--- src/rtl/dirty_range_pkg.sv ---
package dirty_range_pkg;
  typedef enum logic [1:0] {
    ST_CLEAR  = 2'b00,
    ST_SINGLE = 2'b01,
    ST_RANGE  = 2'b11
  } trk_state_e;
endpackage

--- src/rtl/blk_addr_map.sv ---
module blk_addr_map #(
  parameter int ADDR_W    = 32,
  parameter int BLK_BYTES = 64,
  localparam int OFS_W    = $clog2(BLK_BYTES),
  localparam int BLK_W    = ADDR_W - OFS_W
) (
  input  logic [ADDR_W-1:0] addr_i,
  output logic [BLK_W-1:0]  blk_o
);
  assign blk_o = addr_i[ADDR_W-1:OFS_W];
endmodule

--- src/rtl/range_cmp.sv ---
module range_cmp #(
  parameter int BLK_W = 26
) (
  input  logic [BLK_W-1:0] blk_i,
  input  logic [BLK_W-1:0] lo_i,
  input  logic [BLK_W-1:0] hi_i,
  output logic             below_o,
  output logic             above_o
);
  assign below_o = blk_i < lo_i;
  assign above_o = blk_i > hi_i;
endmodule

--- src/rtl/dirty_range_tracker.sv ---
module dirty_range_tracker
  import dirty_range_pkg::*;
#(
  parameter int          ADDR_W    = 32,
  parameter int          BLK_BYTES = 64,
  parameter int          CFG_W     = 8,
  parameter logic [7:0]  CLR_ADDR  = 8'hEC,
  localparam int         BLK_W     = ADDR_W - $clog2(BLK_BYTES)
) (
  input  logic              clk_i,
  input  logic              rst_ni,
  input  logic              wr_vld_i,
  input  logic [ADDR_W-1:0] wr_addr_i,
  input  logic              cfg_rd_i,
  input  logic [CFG_W-1:0]  cfg_addr_i,
  output logic [BLK_W-1:0]  lo_blk_o,
  output logic [BLK_W-1:0]  hi_blk_o,
  output logic [1:0]        status_o,
  output logic              irq_o
);
  trk_state_e       state_q, state_d;
  logic [BLK_W-1:0] lo_q, lo_d, hi_q, hi_d, blk;
  logic             irq_q, irq_d, below, above, clr;

  // block number from the upper address bits
  blk_addr_map #(.ADDR_W(ADDR_W), .BLK_BYTES(BLK_BYTES)) u_map (
    .addr_i(wr_addr_i), .blk_o(blk));

  range_cmp #(.BLK_W(BLK_W)) u_cmp (
    .blk_i(blk), .lo_i(lo_q), .hi_i(hi_q), .below_o(below), .above_o(above));

  assign clr = cfg_rd_i && (cfg_addr_i == CFG_W'(CLR_ADDR));

  always_comb begin
    state_d = state_q;
    lo_d    = lo_q;
    hi_d    = hi_q;
    irq_d   = irq_q;
    if (clr) begin // clear outranks a write
      state_d = ST_CLEAR;
      lo_d    = '0;
      hi_d    = '0;
      irq_d   = 1'b0;
    end else if (wr_vld_i) begin
      if (state_q == ST_CLEAR) begin
        state_d = ST_SINGLE;
        lo_d    = blk;
        hi_d    = blk;
        irq_d   = 1'b1;
      end else if (below || above) begin
        state_d = ST_RANGE;
        if (below) lo_d = blk;
        if (above) hi_d = blk;
      end
    end
  end

  always_ff @(posedge clk_i or negedge rst_ni) begin
    if (!rst_ni) begin
      state_q <= ST_CLEAR;
      lo_q    <= '0;
      hi_q    <= '0;
      irq_q   <= 1'b0;
    end else begin
      state_q <= state_d;
      lo_q    <= lo_d;
      hi_q    <= hi_d;
      irq_q   <= irq_d;
    end
  end

  assign lo_blk_o = lo_q;
  assign hi_blk_o = hi_q;
  assign status_o = state_q;
  assign irq_o    = irq_q;

  assert_bounds_ordered_R3: assert property (@(posedge clk_i) disable iff (!rst_ni)
    lo_q <= hi_q);

  assert_first_write_R2: assert property (@(posedge clk_i) disable iff (!rst_ni)
    (status_o == 2'b00 && wr_vld_i && !clr) |=> (status_o == 2'b01 && irq_o));

  assert_clear_R6: assert property (@(posedge clk_i) disable iff (!rst_ni)
    clr |=> (status_o == 2'b00 && !irq_o && lo_blk_o == '0 && hi_blk_o == '0));

  assert_irq_holds_R7: assert property (@(posedge clk_i) disable iff (!rst_ni)
    (irq_o && !clr) |=> irq_o);

  assert_range_sticky_R5: assert property (@(posedge clk_i) disable iff (!rst_ni)
    (status_o == 2'b11 && !clr) |=> status_o == 2'b11);

  assert_irq_matches_status_R2: assert property (@(posedge clk_i) disable iff (!rst_ni)
    irq_o == (status_o != 2'b00));

  assert_range_hold_R5: assert property (@(posedge clk_i) disable iff (!rst_ni)
    (status_o == 2'b11 && !clr && (!wr_vld_i || (!below && !above)))
      |=> ($stable(lo_blk_o) && $stable(hi_blk_o)));
endmodule

--- config.mk ---
export PLATFORM = sky130hd
export DESIGN_NAME = dirty_range_tracker
export DESIGN_NICKNAME = d
export VERILOG_FILES = /design/src/rtl/dirty_range_pkg.sv /design/src/rtl/blk_addr_map.sv /design/src/rtl/range_cmp.sv /design/src/rtl/dirty_range_tracker.sv
export SDC_FILE = /design/constraint.sdc
export NUM_CORES = 1
export LEC_CHECK = 0
export ABC_AREA = 1
export BUFFER_PORTS_ARGS = -buffer_cell sky130_fd_sc_hd__buf_2
export CAP_MARGIN = 15
export CORE_MARGIN = 8
export CORE_UTILIZATION = 45
export CTS_CLUSTER_DIAMETER = 120
export DETAILED_ROUTE_END_ITERATION = 8
export GPL_ROUTABILITY_DRIVEN = 0
export PLACE_DENSITY = 0.73
export SYNTH_ARGS = -nofsm -noshare
export SYNTH_HDL_FRONTEND = slang
export SYNTH_SLANG_ARGS = --single-unit
--- constraint.sdc ---
create_clock -name clk_i -period 2.3 [get_ports clk_i]
set_input_delay 0.46 -clock clk_i [delete_from_list [all_inputs] [get_ports clk_i]]
set_output_delay 0.46 -clock clk_i [all_outputs]
set_load 0.005 [all_outputs]
# Word-level counts from Yosys, hierarchy flattened
# Index checks and enable logic that the tools add are counted.
word_totals:
  regBits: 55
  in_bits: 44
op_classes:
  eq_ne: 1
  order_cmp: 2
  reduce_logical: 12
  n_mux: 17
op_table:
  columns: ["operator", "count"]
  rows:
  - ["$mux 26", 10]
  - ["$gt 26x26->1", 1]
  - ["$lt 26x26->1", 1]
  - ["$reduce_bool 3->1", 3]
  - ["$eq 8x8->1 const B", 1]
  - ["$mux 2", 4]
  - ["$reduce_and 3->1", 2]
  - ["$reduce_and 2->1", 2]
  - ["$reduce_bool 2->1", 2]
  - ["$mux 1", 3]
  - ["$logic_not 2->1", 1]
  - ["$logic_and 1x1->1", 1]
  - ["$logic_or 1x1->1", 1]

# Depth between registers and ports, before layout
# Gate-level depths: netlist (run 1).
logic_depth:
  word_depth: 6
  ltp_mapped: 16
  ltp_nobuf: 15

# Modules after synthesis
# A second synthesis (run 1) with hierarchy kept.
hier_totals:
  hier_cells: 532
  hier_area_um2: 4217.8
by_module_without_submodules:
  columns: ["mod", "cells_per_inst", "seq_area_each_um2", "n_inst", "area_each_um2"]
  rows:
  - ["dirty_range_tracker", 274, 1376.3, 1, 2588.7]
  - ["range_cmp", 232, 0.0, 1, 1433.9]
  - ["blk_addr_map", 26, 0.0, 1, 195.2]

# Worst setup path before layout (run 1)
# Ideal clock, no wire load.
synth_timing:
  kind: "input-to-reg"
  start: "in wr_addr_i[15]"
  end: "reg hi_q[21], in the netlist hi_blk_o[21]"
  setup_slack_ns: 0.515
  cell_stages: 13
  t_arrival_ns: 1.667
  setup_time_ns: 0.117
  cell_sequence: "ha_1 -> nand2_2 -> nor2_4 -> nand2_1 -> nor3_1 -> nand2_1 -> nand2_1 -> inv_2 -> nand2_4 -> nand2_8 -> buf_8 -> nand2_2 -> o21ai_2"
synth_via:
  elab_chain_cells: 4
  word_cells_on_any_way: 6
  cone_classes: "order compare: 2; reduce/logical: 4"
synth_lines:
  columns: ["element", "line_no", "source"]
  rows:
  - ["start, declared", "dirty_range_tracker.sv:13", "input logic [ADDR_W-1:0] wr_addr_i,"]
  - ["$lt 26x26->1 / $gt 26x26->1 (equally long branches)", "range_cmp.sv:10, range_cmp.sv:11", null]
  - ["$logic_or 1x1->1", "dirty_range_tracker.sv:50", "end else if (below || above) begin"]
  - ["$reduce_bool 3->1 (no line)", null, null]
  - ["$reduce_and 3->1 (no line) (*)", null, null]
  - ["end signal, assigned", "dirty_range_tracker.sv:67", "hi_q <= hi_d;"]
  - ["end, declared", "dirty_range_tracker.sv:22", "logic [BLK_W-1:0] lo_q, lo_d, hi_q, hi_d, blk;"]
# Every way passes the cells marked *; elsewhere a longest branch is shown, timed or not.
# A chain may end at the register's enable or synchronous reset.

# Worst setup path in the final report (run 1)
layout_timing:
  start: "reg hi_q[5], in the netlist hi_blk_o[5]"
  end: "reg hi_q[7], in the netlist hi_blk_o[7]"
layout_via:
  elab_chain_cells: 4
  word_cells_on_any_way: 5
  cone_classes: "order compare: 1; reduce/logical: 4"
layout_lines:
  columns: ["element", "line_no", "source"]
  rows:
  - ["$gt 26x26->1 (*)", "range_cmp.sv:11", "assign above_o = blk_i > hi_i;"]
  - ["$logic_or 1x1->1", "dirty_range_tracker.sv:50", null]
  - ["$reduce_bool 3->1 (no line)", null, null]
  - ["$reduce_and 3->1 (no line) (*)", null, null]
# Marks and branches as above.

==> results.tsv, run 1 <==
metric	value	unit
outcome	completed	
number of diodes	0	
global-route wire length before repair	16000	um
drt drc	0	
HP Class	primary input to asynchronous set/reset pin	
Syn Area/Cell	8.17	um2
input/output buffers	92	
data required time at the worst endpoint	2.51	ns
final max-slew violation count	0	
Max Fclk	503	MHz
Clock Skew	0.00779	ns
fill cell total of the finished layout	793	
depth of the most critical reg-to-reg path	14	
die height	111	um
r2r startpoint	hi_blk_o[5]$_DFFE_PN0P_	
total congestion overflow	0	
final total negative setup slack	0	ns
root buffer selected by CTS	clkbuf_8	
overall fraction of global-route tracks in use	0.154	
setup repair after global routing missed its margin	no	
number of synthesized register bits	55	
number of enable flip-flop cells after synthesis	0	
VDD IR max	0.000517	V
design internal power	3.08	mW
Clock Power Share	0.110	
fraction of layout instances using a drive strength above 1	0.321	
final count of negative-setup-slack endpoints	0	
storage element area	1380	um2
post-CTS setup repair buffer count	0	
Yosys warning count	0	
Post-Syn Nets	590	
boundary pin count	99	
Clock Sink Count	55	
deepest clock path buffer count	2	
violation count after the first detailed-route iteration	102	
power spent charging and discharging nets	2.36	mW
post-synthesis to final-layout area growth	17.0	%
Rows	34	
share of Yosys cell area claimed by the top area cell type	0.340	
detailed-route wire length	9330	um
CP Max Fanout	26	
switching share of power	0.434	
register clock-pin slew on the reported worst setup and hold paths	0.10	ns
number of distinct library cells after synthesis	32	
leading cell types by total area after synthesis	dfrtp_1 (34%), ha_1 (16%), o21ai_2 (11%), nand2_1 (10%), inv_1 (9.3%)	
most used cells in the layout excluding fill and tap cells	nand2_1 (109), inv_1 (100), buf_2 (92), dfrtp_1 (55), ha_1 (51)	
utilization after layout	0.543	
library cell occupying the most area in the post-synthesis netlist	dfrtp_1	
total of hold buffers inserted after clock tree synthesis	0	
final standard cell count with taps included and fillers excluded	699	
total power of the final layout	5.44	mW
routed length per placed instance	13.3	um
cell area power density	1150	nW/um2
core footprint	8720	um2
number of global-route vias before repair	3556	
Gates resized, CTS repair	0	
Worst Hold Slack	0.166	ns
pin count of the biggest net entering global routing	31	
First-pass DRT Iterations	4	
Final Hold Fails	0	
initial antenna violation count	0	
mapped cell area	4050	um2
sequential cell area fraction in the yosys report	0.340	
sequential share of power	0.306	
Detailed Place HPWL	7600	um
total clock buffers created by CTS	5	
predominant post-synthesis flop cell	dfrtp_1	
Comb power frac	0.584	
Worst Setup Path Type	flip-flop to flip-flop	
critical path capture point type	flip-flop	
Cell Count Post-Placement	691	
Skew-Pair Late Insertion Delay	0.31	ns
Worst setup SP type	flip-flop	
end of the worst register-to-register path	hi_blk_o[7]$_DFFE_PN0P_	
width of the die	111	um
final critical-path share of the clock period	0.864	
flop-to-flop setup slack	0.31	ns
transition at the pin with the smallest max-transition slack	0.647	ns
Nets	685	
max-cap violation count	0	
Async SR Flop Fraction	1.00	
H-tree levels	2	
worst relative slew slack	0.569	
remaining antenna violation count after routing	0	
most common cell after layout, fill and taps aside	nand2_1	
clock tree from TritonCTS	done	
leakage component of the power	2.65	nW
final worst path period need	1.99	ns
drt via density	4.75	
data arrival time of the worst path	2.20	ns
Vias	3323	
starting density of the core	0.464	
Die Outline Area	12300	um2
cell count after synthesis	495	
area of combinational cells with multiple inputs	2110	um2
## area by class of cell
type | count | area share
Multi-Input combinational cell | 324 | 0.446
Sequential cell | 55 | 0.291
Timing Repair Buffer | 100 | 0.128
Clock buffer | 8 | 0.0211
Tap cell | 108 | 0.0285
Inverter | 104 | 0.0854
## sequential cells by signal, indices dropped and copies added, names as in the netlist
| name | flops |
|---|---|
| status_o | 2 |
| hi_blk_o | 26 |
| lo_blk_o | 26 |
| irq_o | 1 |
## metrics by stage
step / cell area [um2] / setup slack [ns]
4_1_cts: 4730 / 0.280
5_1_grt: 4730 / 0.0685
2_1_floorplan: 4050 / 0.515
6_report: 4730 / 0.313
3_5_place_dp: 4630 / 0.113
3_3_place_gp: 4630 / 0.145
## worst max-delay path, cell delays in order, from the launching register on
cell,delay (ns)
dfrtp_1,0.36
inv_1,0.06
ha_1,0.29
nand2_1,0.07
nor2_1,0.16
nand2_1,0.08
nor3_1,0.14
nand2_1,0.08
nand2_1,0.07
inv_2,0.04
nand2_4,0.11
nand2_8,0.08
buf_12,0.17
nand2_1,0.10
o21ai_2,0.06
## synth_stat cells, types with 3 or more instances
library cell,instances
nand2_2,21
nand2_1,109
buf_6,5
o21ai_2,49
nor2_1,46
a21o_1,3
dfrtp_1,55
ha_1,51
a21oi_1,15
buf_12,3
nand3_1,10
inv_1,100
## kinds of logic after synthesis
| family | synth area share |
|---|---|
| AND/OR/NAND/NOR | 0.225 |
| adder cells (fa/ha/maj) | 0.158 |
| buffers and inverters | 0.138 |
| AO/OA/AOI/OAI | 0.139 |
| flip-flops | 0.340 |
## routing by layer
| metal | part of all wire | GRT usage |
|---|---|---|
| met1 | 0.44 | 0.184 |
| met2 | 0.50 | 0.266 |
| met3 | 0.052 | 0.0357 |
| met4 | 0.012 | 0.0450 |
| met5 | 0 | 0 |
## how the worst max path moves through the flow
stage                                   startpoint                  endpoint  slack (ns)  depth (start not counted)
after floorplan                      wr_addr_i[15]  hi_blk_o[21]$_DFFE_PN0P_        0.52                         13
after detailed placement             wr_addr_i[11]   hi_blk_o[7]$_DFFE_PN0P_        0.11                         14
after global routing      lo_blk_o[25]$_DFFE_PN0P_  lo_blk_o[23]$_DFFE_PN0P_        0.07                         12
final                      hi_blk_o[5]$_DFFE_PN0P_   hi_blk_o[7]$_DFFE_PN0P_        0.31                         14
after global placement               wr_addr_i[11]   hi_blk_o[5]$_DFFE_PN0P_        0.14                         14
after CTS                  hi_blk_o[5]$_DFFE_PN0P_   hi_blk_o[7]$_DFFE_PN0P_        0.28                         14
## power groups by stage
stage / Clock (mW) / Combinational (mW) / Sequential [mW]
floorplan: 0 / 2.19 / 1.72
global placement: 0 / 3.14 / 1.67
detailed placement: 0 / 3.24 / 1.69
CTS: 0.627 / 3.26 / 1.67
global route: 0.653 / 3.66 / 1.72
finish: 0.598 / 3.18 / 1.66
No activity file was read; power rests on OpenSTA's default activity.
==> run 2, diff against run 1 <==
==> constraint.sdc (replaced) <==
create_clock -name clk_i -period 2.2 [get_ports clk_i]
set_input_delay 0.44 -clock clk_i [delete_from_list [all_inputs] [get_ports clk_i]]
set_output_delay 0.44 -clock clk_i [all_outputs]
set_load 0.005 [all_outputs]
==> run 2 against run 1 <==
Net effect:
- core utilization is 0.11 points lower
- non-clock buffer count stayed put
- first-iteration DRC count is 11% higher
- via count decreased by 0.15%
- worst hold slack got worse by 0.053 ns
- sequential share of layout area grew 0.062 points
- fmax hardly changed
- die area unchanged
- critical endpoint is now lo_blk_o[5]$_DFFE_PN0P_
- largest cell class unchanged
==> results.tsv, run 2 (synthesized netlist as in run 1, its figures left out) <==
metric	value	unit	change
Worst setup SP type	flip-flop		
post-CTS setup repair buffer count	0		unchanged
source of the critical timing path	lo_blk_o[25]$_DFFE_PN0P_		
data arrival time of the worst path	2.19	ns	about the same
final worst path period need	1.98	ns	-0.00156 ns
number of global-route vias before repair	3557		+0.028%
core footprint	8720	um2	unchanged
final max-slew violation count	0		unchanged
initial antenna violation count	0		unchanged
final count of negative-setup-slack endpoints	0		unchanged
Skew-Pair Late Insertion Delay	0.31	ns	about the same
width of the die	111	um	unchanged
post-synthesis to final-layout area growth	16.8	%	
global-route wire length before repair	16100	um	+0.69%
data required time at the worst endpoint	2.40	ns	-0.11 ns
most used cells in the layout excluding fill and tap cells	nand2_1 (109), inv_1 (100), buf_2 (92), dfrtp_1 (55), ha_1 (51)		
deepest clock path buffer count	2		unchanged
starting density of the core	0.464		unchanged
sequential share of power	0.307		about the same
Clock Sink Count	55		unchanged
Detailed Place HPWL	7420	um	-2.3%
First-pass DRT Iterations	4		unchanged
transition at the pin with the smallest max-transition slack	0.526	ns	-0.120 ns
Die Outline Area	12300	um2	unchanged
Comb power frac	0.582		-0.002
Nets	685		unchanged
detailed-route wire length	9310	um	-0.21%
slack of the critical path	0.215	ns	-0.0984 ns
violation count after the first detailed-route iteration	113		+11%
CP Max Fanout	27		+3.8%
die height	111	um	unchanged
fill cell total of the finished layout	804		+1.4%
slowest stage delay, CP	0.38	ns	+0.02 ns
remaining antenna violation count after routing	0		unchanged
clock tree from TritonCTS	done		
HP Class	primary input to asynchronous set/reset pin		
Worst Setup Path Type	flip-flop to flip-flop		
Clock Power Share	0.111		about the same
Final Hold Fails	0		unchanged
most common cell after layout, fill and taps aside	nand2_1		
Max stage delay cell, worst path	dfrtp_1		
critical path capture point type	flip-flop		
design internal power	3.20	mW	+3.9%
drt via density	4.75		-0.15%
input/output buffers	92		unchanged
drt drc	0		unchanged
H-tree levels	2		unchanged
max-cap violation count	0		unchanged
pin count of the biggest net entering global routing	56		+81%
number of diodes	0		unchanged
worst relative slew slack	0.647		+0.0781
Clock Skew	0.00709	ns	-0.000707 ns
register clock-pin slew on the reported worst setup and hold paths	0.10	ns	about the same
switching share of power	0.436		+0.00197
fraction of layout instances using a drive strength above 1	0.323		+0.00169
CP cell instances	inv_1 -> ha_1 -> nand2_1 -> nor2_1 -> inv_1 -> a21oi_1 -> nor2_2 -> nand3_4 -> nand2_8 -> buf_12 -> nand2_1 -> o21ai_2		
post-placement worst setup slack	0.0819	ns	-0.0307 ns
final total negative setup slack	0	ns	unchanged
boundary pin count	99		unchanged
overall fraction of global-route tracks in use	0.153		-0.000550
total congestion overflow	0		unchanged
outcome	completed		
r2r startpoint	lo_blk_o[25]$_DFFE_PN0P_		
cell area power density	1200	nW/um2	+4.5%
final critical-path share of the clock period	0.902		+0.0385
Vias	3318		-0.15%
Top Family by Delay on Critical Path	simple AND/OR/NAND/NOR gates		
routed length per placed instance	13.3	um	-0.21%
VDD IR max	0.000479	V	-7.4%
Rows	34		unchanged
Max Fclk	504	MHz	about the same
power spent charging and discharging nets	2.47	mW	+4.8%
setup repair after global routing missed its margin	no		
Worst Path Buf+Inv	3		unchanged
total clock buffers created by CTS	5		unchanged
root buffer selected by CTS	clkbuf_8		
leakage component of the power	2.65	nW	-0.14%
[run 2: cell counts in the layout (fill, tap and decap cells not counted)]
No cell type changed its count.
[run 2: metal layers]
metal  GRT usage  wire, um
met4      0.0441       103
met1       0.184      4190
met2       0.265      4590
met3      0.0346       427
met5           0         0
[run 2: path summary, 6_finish.rpt]
check / end / slack [ns] / cells after the start
worst max-delay path: lo_blk_o[5]$_DFFE_PN0P_ / 0.22 / 12
worst max register to register: lo_blk_o[5]$_DFFE_PN0P_ / 0.22 / 12
max in group asynchronous: lo_blk_o[10]$_DFFE_PN0P_ / 1.83 / 2
min in group clk_i: status_o[0]$_DFFE_PN0P_ / 0.47 / 5
worst min-delay path: hi_blk_o[4]$_DFFE_PN0P_ / 0.11 / 2
worst min register to register: irq_o$_DFFE_PN0P_ / 0.51 / 2
[run 2: power groups by stage]
stage / registers, mW / clock network, mW / logic [mW]
final: 1.74 / 0.629 / 3.31
after global placement: 1.75 / 0 / 3.27
after floorplan: 1.80 / 0 / 2.29
after CTS: 1.75 / 0.653 / 3.39
after global routing: 1.81 / 0.687 / 3.79
after detailed placement: 1.77 / 0 / 3.37
[run 2: stage by stage]
stage | instance area, um2 | utilization | hold WS [ns] | cells | power [mW]
final | 4720 | 0.542 | 0.113 | 699 | 5.68
after detailed placement | 4620 | 0.530 | 0.471 | 691 | 5.14
after global routing | 4720 | 0.542 | 0.132 | 699 | 6.29
after CTS | 4720 | 0.541 | 0.127 | 699 | 5.79
after floorplan | 4050 | - | 0.144 | 495 | 4.09
after global placement | 4620 | 0.530 | 0.461 | 691 | 5.01
[run 2: what timing repair did]
item | in CTS | in global routing
resized for setup | 0 | 1
hold buffers | 0 | 0
hold endpoints to repair | 0 | 0
setup endpoints to repair | 0 | 2
[run 2: cell type report]
cell class	instances	area (um2)	share of cell area
well taps	108	135	0.0286
inverters	104	404	0.0855
multi-input cells	324	2110	0.447
repair buffers	100	596	0.126
flip-flops and latches	55	1380	0.291
clock buffers	8	100	0.0212
